`src/rtl/pulse_chain_pkg.sv`:
```
package pulse_chain_pkg;

    typedef enum logic [2:0] {
        SQ_IDLE,
        SQ_ARM,
        SQ_ADDR,
        SQ_STROBE,
        SQ_WAIT,
        SQ_DONE
    } seq_state_t;

    typedef enum logic {
        GEN_LOW,
        GEN_HIGH
    } gen_state_t;

endpackage

```
`src/rtl/grant_pulse_gen.sv`:
```
module grant_pulse_gen
    import pulse_chain_pkg::*;
#(
    parameter int PERIOD  = 16,
    parameter int PULSE_W = 4
) (
    input  logic clk,
    input  logic rst_n,
    input  logic busy_line_i,
    output logic grant_o
);
    localparam int CW     = $clog2(PERIOD + 1);
    localparam int GAP    = PERIOD - PULSE_W;
    localparam logic [CW-1:0] GAP_END   = CW'(GAP - 1);
    localparam logic [CW-1:0] PULSE_END = CW'(PULSE_W - 1);

    gen_state_t    state_q;
    logic [CW-1:0] cnt_q;

    always_ff @(posedge clk or negedge rst_n) begin
        if (!rst_n) begin
            state_q <= GEN_LOW;
            cnt_q   <= '0;
        end else begin
            unique case (state_q)
                GEN_LOW: begin
                    if (cnt_q >= GAP_END && busy_line_i) begin
                        state_q <= GEN_HIGH;
                        cnt_q   <= '0;
                    end else if (cnt_q < GAP_END) begin
                        cnt_q <= cnt_q + 1'b1;
                    end
                end
                GEN_HIGH: begin
                    if (cnt_q == PULSE_END) begin
                        state_q <= GEN_LOW;
                        cnt_q   <= '0;
                    end else begin
                        cnt_q <= cnt_q + 1'b1;
                    end
                end
                default: begin
                    state_q <= GEN_LOW;
                    cnt_q   <= '0;
                end
            endcase
        end
    end

    always_comb begin
        grant_o = (state_q == GEN_HIGH);
    end


    no_rise_when_busy_chk: assert property (@(posedge clk) disable iff (!rst_n)
        $rose(grant_o) |-> $past(busy_line_i));

endmodule

```
`src/rtl/chain_cell.sv`:
```
module chain_cell (
    input  logic clk,
    input  logic rst_n,
    input  logic gin_i,
    input  logic block_i,
    output logic gout_o,
    output logic grise_o
);
    logic gin_d_q;
    logic gout_q;

    always_ff @(posedge clk or negedge rst_n) begin
        if (!rst_n) begin
            gin_d_q <= 1'b0;
            gout_q  <= 1'b0;
        end else begin
            gin_d_q <= gin_i;
            gout_q  <= block_i ? 1'b0 : gin_i;
        end
    end

    always_comb begin
        gout_o  = gout_q;
        grise_o = gin_i & ~gin_d_q;
    end


    pass_through_chk: assert property (@(posedge clk) disable iff (!rst_n)
        !$past(block_i) |-> gout_o == $past(gin_i));

endmodule

```
`src/rtl/cycle_sequencer.sv`:
```
module cycle_sequencer
    import pulse_chain_pkg::*;
#(
    parameter int AW       = 8,
    parameter int STROBE_W = 3
) (
    input  logic          clk,
    input  logic          rst_n,
    input  logic          req_i,
    input  logic [AW-1:0] addr_i,
    input  logic          grise_i,
    input  logic          hs_line_i,
    output logic          block_o,
    output logic          busy_drv_o,
    output logic          hs_drv_o,
    output logic [AW-1:0] addr_drv_o,
    output logic          done_o,
    output logic          no_resp_o
);
    localparam int SW = $clog2(STROBE_W + 1);
    localparam logic [SW-1:0] STROBE_END = SW'(STROBE_W - 1);

    seq_state_t    state_q;
    logic [SW-1:0] cnt_q;
    logic [AW-1:0] addr_q;
    logic          first_q;
    logic          nores_q;

    always_ff @(posedge clk or negedge rst_n) begin
        if (!rst_n) begin
            state_q <= SQ_IDLE;
            cnt_q   <= '0;
            addr_q  <= '0;
            first_q <= 1'b0;
            nores_q <= 1'b0;
        end else begin
            unique case (state_q)
                SQ_IDLE: begin
                    if (req_i) begin
                        addr_q  <= addr_i;
                        state_q <= SQ_ARM;
                    end
                end
                SQ_ARM: begin
                    if (grise_i) begin
                        state_q <= SQ_ADDR;
                    end
                end
                SQ_ADDR: begin
                    cnt_q   <= '0;
                    state_q <= SQ_STROBE;
                end
                SQ_STROBE: begin
                    if (cnt_q == STROBE_END) begin
                        first_q <= 1'b1;
                        state_q <= SQ_WAIT;
                    end else begin
                        cnt_q <= cnt_q + 1'b1;
                    end
                end
                SQ_WAIT: begin
                    if (hs_line_i) begin
                        nores_q <= first_q;
                        state_q <= SQ_DONE;
                    end
                    first_q <= 1'b0;
                end
                SQ_DONE: begin
                    state_q <= SQ_IDLE;
                end
                default: state_q <= SQ_IDLE;
            endcase
        end
    end

    always_comb begin
        block_o    = 1'b0;
        busy_drv_o = 1'b0;
        hs_drv_o   = 1'b0;
        done_o     = 1'b0;
        no_resp_o  = 1'b0;
        unique case (state_q)
            SQ_IDLE:   ;
            SQ_ARM:    block_o = 1'b1;
            SQ_ADDR:   begin block_o = 1'b1; busy_drv_o = 1'b1; end
            SQ_STROBE: begin block_o = 1'b1; busy_drv_o = 1'b1; hs_drv_o = 1'b1; end
            SQ_WAIT:   begin block_o = 1'b1; busy_drv_o = 1'b1; end
            SQ_DONE:   begin done_o = 1'b1; no_resp_o = nores_q; end
            default:   ;
        endcase
        addr_drv_o = busy_drv_o ? addr_q : '0;
    end


    hold_until_done_chk: assert property (@(posedge clk) disable iff (!rst_n)
        $fell(busy_drv_o) |-> state_q == SQ_DONE);


    strobe_inside_busy_chk: assert property (@(posedge clk) disable iff (!rst_n)
        hs_drv_o |-> busy_drv_o);


    report_after_busy_chk: assert property (@(posedge clk) disable iff (!rst_n)
        done_o |-> $past(busy_drv_o));

endmodule

```
`src/rtl/pulse_chain_arbiter.sv`:
```
module pulse_chain_arbiter
    import pulse_chain_pkg::*;
#(
    parameter int N_SLOTS  = 4,
    parameter int AW       = 8,
    parameter int PERIOD   = 16,
    parameter int PULSE_W  = 4,
    parameter int STROBE_W = 3
) (
    input  logic                  clk,
    input  logic                  rst_n,
    input  logic [N_SLOTS-1:0]    req_i,
    input  logic [N_SLOTS*AW-1:0] addr_i,
    input  logic [N_SLOTS-1:0]    slv_hold_i,
    output logic                  grant_src_o,
    output logic [N_SLOTS-1:0]    gnt_chain_o,
    output logic                  busy_n_o,
    output logic                  hs_n_o,
    output logic [AW-1:0]         bus_addr_o,
    output logic [N_SLOTS-1:0]    done_o,
    output logic [N_SLOTS-1:0]    no_resp_o
);
    logic [N_SLOTS-1:0]  gin;
    logic [N_SLOTS-1:0]  grise;
    logic [N_SLOTS-1:0]  block;
    logic [N_SLOTS-1:0]  busy_drv;
    logic [N_SLOTS-1:0]  hs_drv;
    logic [AW-1:0]       addr_drv [N_SLOTS];
    logic                busy_line;
    logic                hs_line;

    always_comb begin
        busy_line = ~(|busy_drv);
        hs_line   = ~((|hs_drv) | (|slv_hold_i));
    end

    grant_pulse_gen #(.PERIOD(PERIOD), .PULSE_W(PULSE_W)) u_gen (
        .clk         (clk),
        .rst_n       (rst_n),
        .busy_line_i (busy_line),
        .grant_o     (grant_src_o)
    );

    genvar i;
    generate
        for (i = 0; i < N_SLOTS; i++) begin : g_slot
            if (i == 0) begin : g_head
                assign gin[i] = grant_src_o;
            end else begin : g_tail
                assign gin[i] = gnt_chain_o[i-1];
            end

            chain_cell u_cell (
                .clk     (clk),
                .rst_n   (rst_n),
                .gin_i   (gin[i]),
                .block_i (block[i]),
                .gout_o  (gnt_chain_o[i]),
                .grise_o (grise[i])
            );

            cycle_sequencer #(.AW(AW), .STROBE_W(STROBE_W)) u_seq (
                .clk        (clk),
                .rst_n      (rst_n),
                .req_i      (req_i[i]),
                .addr_i     (addr_i[i*AW +: AW]),
                .grise_i    (grise[i]),
                .hs_line_i  (hs_line),
                .block_o    (block[i]),
                .busy_drv_o (busy_drv[i]),
                .hs_drv_o   (hs_drv[i]),
                .addr_drv_o (addr_drv[i]),
                .done_o     (done_o[i]),
                .no_resp_o  (no_resp_o[i])
            );
        end
    endgenerate

    always_comb begin
        bus_addr_o = '0;
        for (int k = 0; k < N_SLOTS; k++) begin
            bus_addr_o = bus_addr_o | addr_drv[k];
        end
        busy_n_o = busy_line;
        hs_n_o   = hs_line;
    end


    single_owner_chk: assert property (@(posedge clk) disable iff (!rst_n)
        $onehot0(busy_drv));


    idle_bus_quiet_chk: assert property (@(posedge clk) disable iff (!rst_n)
        busy_n_o |-> bus_addr_o == '0);

endmodule

```
`config.mk`:
```
export PLATFORM = sky130hd
export DESIGN_NAME = pulse_chain_arbiter
export DESIGN_NICKNAME = d
export VERILOG_FILES = /design/src/rtl/pulse_chain_pkg.sv /design/src/rtl/grant_pulse_gen.sv /design/src/rtl/chain_cell.sv /design/src/rtl/cycle_sequencer.sv /design/src/rtl/pulse_chain_arbiter.sv
export SDC_FILE = /design/constraint.sdc
export NUM_CORES = 1
export LEC_CHECK = 0
export BUFFER_PORTS_ARGS = -buffer_cell sky130_fd_sc_hd__buf_2
export CORE_ASPECT_RATIO = 2
export CORE_MARGIN = 1
export CORE_UTILIZATION = 34
export DETAILED_ROUTE_END_ITERATION = 7
export PLACE_DENSITY = 0.62
export SETUP_SLACK_MARGIN = 0.5
export SYNTH_ARGS = -nofsm -noshare
export SYNTH_HDL_FRONTEND = slang
export SYNTH_HIERARCHICAL = 1
export SYNTH_SLANG_ARGS = --single-unit
```
`constraint.sdc`:
```
create_clock -name clk -period 2.6 [get_ports clk]
set_input_delay 0.39 -clock clk [delete_from_list [all_inputs] [get_ports clk]]
set_output_delay 0.39 -clock clk [all_outputs]
set_load 0.05 [all_outputs]
```
### Yosys cells after proc, flatten, opt, wreduce, memory -nomap -nowiden

Cells that the tools add are included.

* $add $sub $neg: 5
* magnitude comparators: 2
* eq/ne operators: 46
* mux-type cells: 68
* bitwise logic cells: 15
* reductions and logical operators: 44

Operators by type and width (count)
* 3-bit one-hot mux with 5 select lines: 4
* 3-bit two-way mux: 13
* 8-bit two-way mux: 4
* 2-bit inequality test, second input constant: 16
* 2-bit AND reduction: 16
* 1-bit two-way mux: 30
* 4-bit OR reduction: 7
* 3-bit by 2-bit == test with 1-bit output, second input constant: 8
* 3-bit == test, second input constant: 8
* 8-bit OR: 3
* 2-bit one-hot mux with 2 select lines: 4
* 4-bit AND reduction: 4
* 2-bit nonzero test: 8
* 5-bit two-way mux: 3
* 3-bit by 1-bit == test with 1-bit output, second input constant: 4
* 3-bit zero test: 4
* 3-bit OR reduction: 4
* 1-bit one-hot mux with 2 select lines: 5
* 5-bit one-hot mux with 2 select lines: 1
* 2-bit by 1-bit adder with 2-bit output, second input constant: 4
* 2-bit == test, second input constant: 4
* 2-bit two-way mux: 4
* 2-bit by 1-bit inequality test with 1-bit output, second input constant: 4
* 1-bit NOT: 7
* 8 further kinds: 11

* register bits after elaboration: 74
* bits of input ports: 42
* output and inout port bits: 23
* word-level logic and storage cells: 210

### Logic depth before layout (Yosys ltp)

Gate-level depths: netlist (run 1).

* depth in word-level cells: 8
* gate-level depth with buffers: 10
* depth with buffers taken out: 8

### By module

Netlist (run 1), hierarchy kept.

By module, submodules not included
* cycle_sequencer: instances 4, cells each 69, area each 765.7 um^2, sequential area each 375.4 um^2
* grant_pulse_gen: instances 1, cells each 43, area each 399.1 um^2, sequential area each 150.1 um^2
* chain_cell: instances 4, cells each 4, area each 77.6 um^2, sequential area each 50.0 um^2
* pulse_chain_arbiter: instances 1, cells each 12, area each 85.1 um^2, sequential area each 0.0 um^2

### Least setup slack after synthesis (run 1)

Ideal clock, no wire load.

* path type: reg2reg
* from: register g_slot[1].u_seq.state_q[2]
* to: register u_gen.cnt_q[2]
* setup time: 0.135 ns
* data arrival time: 3.557 ns
* data required time: 2.465 ns
* slack: -1.092 ns
* cell stages (with the launch flop): 11
* clock period less this slack: 3.692 ns
* cells stage by stage: dfrtp_1 buf_2 nand2b_1 buf_2 o21a_1 inv_1 nor4_1 and3b_1 a32oi_1 a22oi_1 o21ai_0

* longest elaborated chain between the ends: 8

Ends and longest elaborated chain
* start: declaration: RTL line cycle_sequencer.sv:23 `seq_state_t state_q;`
* start signal: assignment: RTL line cycle_sequencer.sv:31 `state_q <= SQ_IDLE;`
* start signal: assignment: RTL line cycle_sequencer.sv:41 `state_q <= SQ_ARM;`
* start signal: assignment: RTL line cycle_sequencer.sv:46 `state_q <= SQ_ADDR;`
* 3-bit by 2-bit == test with 1-bit output or 3-bit == test (tied branches): RTL line cycle_sequencer.sv:82 `unique case (state_q)`
* 3-bit OR reduction (no line) *
* 1-bit two-way mux *: RTL line cycle_sequencer.sv:82
* via busy_drv[1]: RTL line pulse_chain_arbiter.sv:26 `logic [N_SLOTS-1:0] busy_drv;`
* 4-bit OR reduction *: RTL line pulse_chain_arbiter.sv:33 `busy_line = ~(|busy_drv);`
* 1-bit NOT *: RTL line pulse_chain_arbiter.sv:33
* via busy_n_o: RTL line pulse_chain_arbiter.sv:17 `output logic busy_n_o,`
* 1-bit logical AND *: RTL line grant_pulse_gen.sv:27 `if (cnt_q >= GAP_END && busy_line_i) begin`
* 5-bit two-way mux: RTL line grant_pulse_gen.sv:27
* 5-bit one-hot mux with 2 select lines: RTL line grant_pulse_gen.sv:25 `unique case (state_q)`
* end signal: assignment: RTL line grant_pulse_gen.sv:31 `cnt_q <= cnt_q + 1'b1;`
* end signal: assignment: RTL line grant_pulse_gen.sv:39 `cnt_q <= cnt_q + 1'b1;`
* end: declaration: RTL line grant_pulse_gen.sv:18 `logic [CW-1:0] cnt_q;`

Mark *: on every way through the listed nets, which the timed path passes. The rest lies on a longest branch.
A chain may end at the register's enable or synchronous reset.

==> impl_metrics.csv, run 1 <==
group,metric,value,unit
run_status,outcome,"completed",
floorplan,ioPinCount,65,
synth,synth_common_cells,"dfrtp_1, nor2b_1, mux2_2",
place,io_buffer_count,64,
grt,grtUsageTotal,18.29,%
worst_hold_path,hp-class,"in -> async",
power_and_ir_drop,comb_power_share,52.2,%
synth,yosys_warnings,6,
synth,synth-simple-area-share,25.53,%
synth,yosys.area.top_type_share,48.01,%
place,place.gp.congestion,0.7850,
clock_network,cts_made_buffers,9,
final_layout,finalNonFillerCells,604,
route,totalWireLength,9.870,mm
final_layout,nets,506,
synth,yosys-top-cells-area,"dfrtp_1, mux2_2, nor2b_1, nor2b_4, nand2_1",
floorplan,die_h,152.6,µm
route,vias,3041,
final_layout,drive_gt1_share,48.92,%
flow_run,max-cap-violations,0,
sta,fin_crit_sh,87.22,%
floorplan,die-area,11800,µm²
synth,synthMuxAreaShare,10.51,%
setup_path,cp_num_cells,6,
setup_path,cpPeakStageDelay,560,ps
synth,syn_nets,394,
setup_path,critPathMaxFanout,5,
power_and_ir_drop,p_leak,2.416,nW
synth,synth_edf_count,0,
setup_path,crit_end,"bus_addr_o[3]",
sta,drv_slew,0,
synth,synth_compound_area_share,8.758,%
synth,synth-main-ff-cell,"dfrtp_1",
sta,hold_viol_final,0,
setup_path,crit_start,"g_slot[0].u_seq/state_q[2]",
setup_path,crit_chain,"buf_6 > nand2b_4 > o21a_4 > nor2b_1 > or4_4 > buf_8",
grt,grt-ovfl-total,0,
sta,tns,0,ps
route,drtIter0Drc,164,
sta,fmax,0.4410,GHz
sta,worstMarginPinSlew,704.7,ps
route,wire_per_inst,16.34,µm
route,routed_via_density,5.035,
clock_network,clock-root-buffer,"clkbuf_16",
synth,synth_top_family_by_area,"simple AND/OR/NAND/NOR gates",
synth,async_flop_share,100.0,%
setup_path,cp_top_family,"simple AND/OR/NAND/NOR gates",
sta,min_period,2268,ps
sta,rsz0062_at_grt,"yes",
setup_path,slowest_stage,"or4_4",
power_and_ir_drop,vdd_drop_max,1.054,mV
power_and_ir_drop,swShare,37.75,%
clock_network,clock_sinks,74,
synth,synth-xor-area-share,1.135,%
synth,synth_top_cell_by_area,"dfrtp_1",
setup_path,reg2reg_slack,500,ps
setup_path,cp.required,2210,ps
setup_path,startpoint_type,"register",
power_and_ir_drop,power_density,1365,nW/µm²
place,place_inst,542,
synth,synthCells,347,
final_layout,antenna_cells,0,
grt,grt_pass1_vias,3261,
clock_network,path_clk_slew,60,ps
place,dp_slack,277.4,ps
place,post-dp-hpwl,6.602,mm
clock_network,cts_tree,"done",
power_and_ir_drop,pwr-share-seq,27.0,%
synth,synthesis.area,3857,µm²
setup_path,critPathKind,"reg -> out",
sta,final-setup-viol-count,0,
synth,postSynthAreaPerCell,11.12,µm²
synth,synth_adder_area_share,1.622,%
grt,antenna_found_initial,0,
clock_network,clock_path_buffers,2,
setup_path,end_kind,"output port",
power_and_ir_drop,p_switching,2.755,mW
clock_network,cts_max_level,3,
clock_network,clk_latency,330,ps
grt,grt_first_pass_wirelength,16.46,mm
setup_path,rr_startpoint,"g_slot[2].u_seq/state_q[2]",
setup_path,r2r_cells,10,
route,final_antenna_net_count,0,
floorplan,core,10950,µm²
synth,synth.distinct_cells,42,
setup_path,reg2reg_to,"u_gen/cnt_q[2]",
sta,fin_ws,332.3,ps
route,dr.pass1.iters,5,
sta,slew_headroom,52.82,%
power_and_ir_drop,clkPwrFrac,20.8,%
setup_path,arrival,1880,ps
setup_path,cp.buffers_inverters,2,
synth,yosysMostFrequentCell,"dfrtp_1",
route,drc,0,
synth,synth-seq-cells,74,
power_and_ir_drop,p_int,4.543,mW
sta,fin_skew,3.999,ps
synth,yosysSeqAreaShare,48.01,%
floorplan,die_x,77.32,µm
floorplan,row_count,54,
floorplan,start_util,35.24,%
final_layout,area_growth,38.57,%
grt,grt_max_degree,33,
==> power by group through the flow <==
stage	Sequential (mW)	Combinational [mW]	Clock, mW
after floorplan	1.87	2.46	0
after global placement	1.99	2.78	0
after detailed placement	2.01	2.83	0
after CTS	1.96	3.63	1.56
after global routing	2.04	4.08	1.61
final	1.97	3.81	1.52
==> worst min path at each step <==
stage | cells past startpoint | endpoint | slack (ps)
2_1_floorplan | 0 | g_slot[0].u_cell/gin_d_q | 90
3_3_place_gp | 0 | g_slot[3].u_cell/gin_d_q | 410
3_5_place_dp | 0 | g_slot[3].u_cell/gin_d_q | 420
4_1_cts | 1 | g_slot[1].u_seq/cnt_q[0] | 70
5_1_grt | 1 | u_gen/cnt_q[4] | 100
6_report | 1 | u_gen/cnt_q[4] | 50
==> state kept, by name, indices dropped and copies added (netlist names) <==
signal                 count
g_slot.u_seq/cnt_q         8
g_slot.u_seq/first_q       4
g_slot.u_cell/gin_d_q      4
u_gen/cnt_q                5
g_slot.u_seq/addr_q       32
g_slot.u_seq/nores_q       4
g_slot.u_cell/gout_o       4
u_gen/grant_o              1
g_slot.u_seq/state_q      12
==> layout by cell type (no fill, tap or decap), types with 6 or more instances in the layout <==
cell type,n
buf_2,54
nor2b_4,8
nand3_1,12
dfrtp_2,8
nor2b_1,33
a21oi_1,6
nand2b_4,8
inv_1,11
nor2_1,14
or4_4,8
and2_1,6
clkbuf_16,9
or4_1,6
nand2_1,29
o21a_4,7
mux2_2,31
dfrtp_1,66
buf_4,46
buf_6,8
==> through the flow <==
stage / hold WS (ps) / instance area (µm²) / util [%] / power [mW]
after floorplan: 94.41 / 4004 / - / 4.337
after global placement: 409.3 / 4407 / 40.26 / 4.772
after detailed placement: 424.0 / 4407 / 40.26 / 4.846
after CTS: 71.66 / 5228 / 47.76 / 7.149
after global routing: 98.78 / 5345 / 48.83 / 7.730
final: 53.77 / 5345 / 48.83 / 7.298
==> repair_timing <==
action                                  in CTS  in global routing
buffers inserted                            32                 10
hold buffers                                 0                  0
pin swaps                                   13                 12
gates cloned                                 4                  0
gates resized for setup                     50                 12
endpoints found under the setup margin      17                 16
==> layer usage <==
metal  part of all wire [%]  wire length (µm)  vias to the layer above  GRT usage [%]
met5                      0                 0                        -              0
met4                    2.8               273                        0          10.33
met3                    3.9               381                       20          3.593
met2                     54              5294                       84          32.03
met1                     40              3921                     1482          20.21
li1                       -                 -                     1455              -
==> cell families after synthesis <==
logic type	after synthesis
buf+inv	30
xor+xnor	5
simple gates	153
mux	36
compound gates	44
flops	74
fa+ha+maj	5
==> area by class of cell <==
class,count,area (µm²)
clock buffer,11,242.7
clock inverter,5,125.1
fill,1011,5600
inverter,13,48.80
multi-input combinational,247,2091
sequential,74,1862
tap,140,175.2
timing repair buffer,114,800.8
(Power assumes the default switching activity.)
==> run 2: changes to the inputs <==
Settings changed: ABC_CLOCK_PERIOD_IN_PS from default to 2600, CTS_BUF_LIST from default to sky130_fd_sc_hd__clkbuf_4 sky130_fd_sc_hd__clkbuf_8 sky130_fd_sc_hd__clkbuf_16.
==> impl_metrics.csv, run 2 (synthesized netlist as in run 1, its figures left out) <==
group,metric,value,unit
clock_network,ctsHoldBuffers,0,
grt,grt_pass1_vias,3270,
sta,slew_headroom,52.80,%
final_layout,nets,502,
route,routed_via_density,5.043,
grt,antenna_found_initial,0,
clock_network,cts_tree,"done",
clock_network,clock_sinks,74,
setup_path,reg2reg_to,"u_gen/cnt_q[1]",
route,final_antenna_net_count,0,
floorplan,die_h,152.6,µm
flow_run,max-cap-violations,0,
floorplan,die-area,11800,µm²
place,dp_slack,277.4,ps
setup_path,end_kind,"output port",
sta,fin_ws,326.3,ps
sta,final-setup-viol-count,0,
route,drtIter0Drc,138,
floorplan,core,10950,µm²
setup_path,cp.required,2210,ps
floorplan,ioPinCount,65,
sta,drv_slew,0,
clock_network,cts_max_level,3,
grt,grt-ovfl-total,0,
place,io_buffer_count,64,
sta,fin_skew,5.377,ps
sta,fin_crit_sh,87.45,%
final_layout,final_common_cell,"dfrtp_1",
final_layout,antenna_cells,0,
place,place.gp.congestion,0.7850,
floorplan,start_util,35.24,%
clock_network,clock_path_buffers,2,
worst_hold_path,hp-class,"in -> async",
sta,rsz0062_at_grt,"yes",
floorplan,die_x,77.32,µm
grt,grtUsageTotal,18.36,%
sta,worstMarginPinSlew,705.0,ps
route,dr.pass1.iters,4,
sta,hold_viol_final,0,
final_layout,drive_gt1_share,48.48,%
clock_network,clock-root-buffer,"clkbuf_16",
clock_network,path_clk_slew,60,ps
final_layout,reg_top3,"g_slot.u_seq/addr_q x32, g_slot.u_seq/state_q x12, g_slot.u_seq/cnt_q x8",
setup_path,reg2reg_slack,500,ps
power_and_ir_drop,power_density,1367,nW/µm²
power_and_ir_drop,p_leak,2.400,nW
route,totalWireLength,9.827,mm
floorplan,row_count,54,
setup_path,rr_startpoint,"g_slot[2].u_seq/state_q[2]",
sta,min_period,2274,ps
setup_path,r2r_cells,9,
final_layout,regMostFlops,"g_slot.u_seq/addr_q",
setup_path,startpoint_type,"register",
clock_network,clk_latency,330,ps
setup_path,arrival,1880,ps
final_layout,largest_reg_flops,32,
grt,grt_first_pass_wirelength,16.52,mm
run_status,outcome,"completed",
sta,tns,0,ps
place,post-dp-hpwl,6.602,mm
setup_path,critPathMaxFanout,5,
route,drc,0,
grt,grt_max_degree,33,
route,vias,3026,
setup_path,critPathKind,"reg -> out",
final_layout,nFillCells,1015,
power_and_ir_drop,vdd_drop_max,1.043,mV
clock_network,cts_made_buffers,9,
final_layout,area_growth,37.72,%
route,wire_per_inst,16.38,µm
sta,fmax,0.4398,GHz
final_layout,mostFrequentLayoutCells,"dfrtp_1, buf_2, buf_4",
[run 2: changes by cell type in the layout (fill, tap and decap cells not counted), sizes merged]
cell  delta
buf      -4
[run 2: layout make-up]
type                    instances  area (µm²)  area share (%)
flip-flops and latches         74        1862           35.04
well taps                     140       175.2           3.297
multi-input cells             247        2085           39.24
inverters                      13       48.80          0.9185
repair buffers                110       770.7           14.51
clock inverters                 5       125.1           2.355
clock buffers                  11       246.5           4.640
[run 2: power breakdown]
group          internal [mW]  switching [mW]  total (mW)
combinational           1.84            1.91        3.76
sequential              1.61           0.363        1.97
clock                   1.07           0.463        1.53
[run 2: metal layers]
| layer | share of wire (%) | up-vias | track usage (%) |
|---|---|---|---|
| met2 | 52 | 86 | 31.94 |
| met3 | 5.1 | 23 | 3.653 |
| met1 | 39 | 1466 | 20.44 |
| li1 | - | 1451 | - |
| met5 | 0 | - | 0 |
| met4 | 3.7 | 0 | 10.33 |
[run 2: what timing repair did]
| item | in CTS | in global routing |
|---|---|---|
| setup endpoints to repair | 17 | 16 |
| gates cloned | 4 | 0 |
| pin swaps | 14 | 9 |
| gates resized for setup | 51 | 10 |
| buffers inserted | 33 | 5 |
[run 2: per-stage QoR]
stage	instance area (µm²)	std cells	utilization [%]	power, mW	hold slack (ps)
floorplan	4004	347	-	4.337	94.41
global placement	4407	542	40.26	4.772	409.3
detailed placement	4407	542	40.26	4.846	424.0
CTS	5245	595	47.92	7.187	71.66
global route	5313	600	48.54	7.697	97.92
finish	5313	600	48.54	7.262	53.32
[run 2: worst max-delay path by stage]
stage	start	endpoint	slack, ps	depth (start not counted)
floorplan	g_slot[2].u_seq/state_q[2]	u_gen/cnt_q[3]	270	10
finish	g_slot[0].u_seq/state_q[2]	bus_addr_o[2]	330	6
global placement	g_slot[0].u_seq/state_q[1]	hs_n_o	340	5
CTS	g_slot[0].u_seq/state_q[2]	bus_addr_o[3]	340	6
detailed placement	g_slot[0].u_seq/state_q[1]	hs_n_o	280	5
global route	g_slot[0].u_seq/state_q[2]	bus_addr_o[2]	280	6
[run 2: critical path: stages (launching register included)]
cell and delay [ps]:
dfrtp_1 400, buf_6 130, nand2b_4 90, o21a_4 160, nor2b_1 60, or4_4 530, buf_8 170
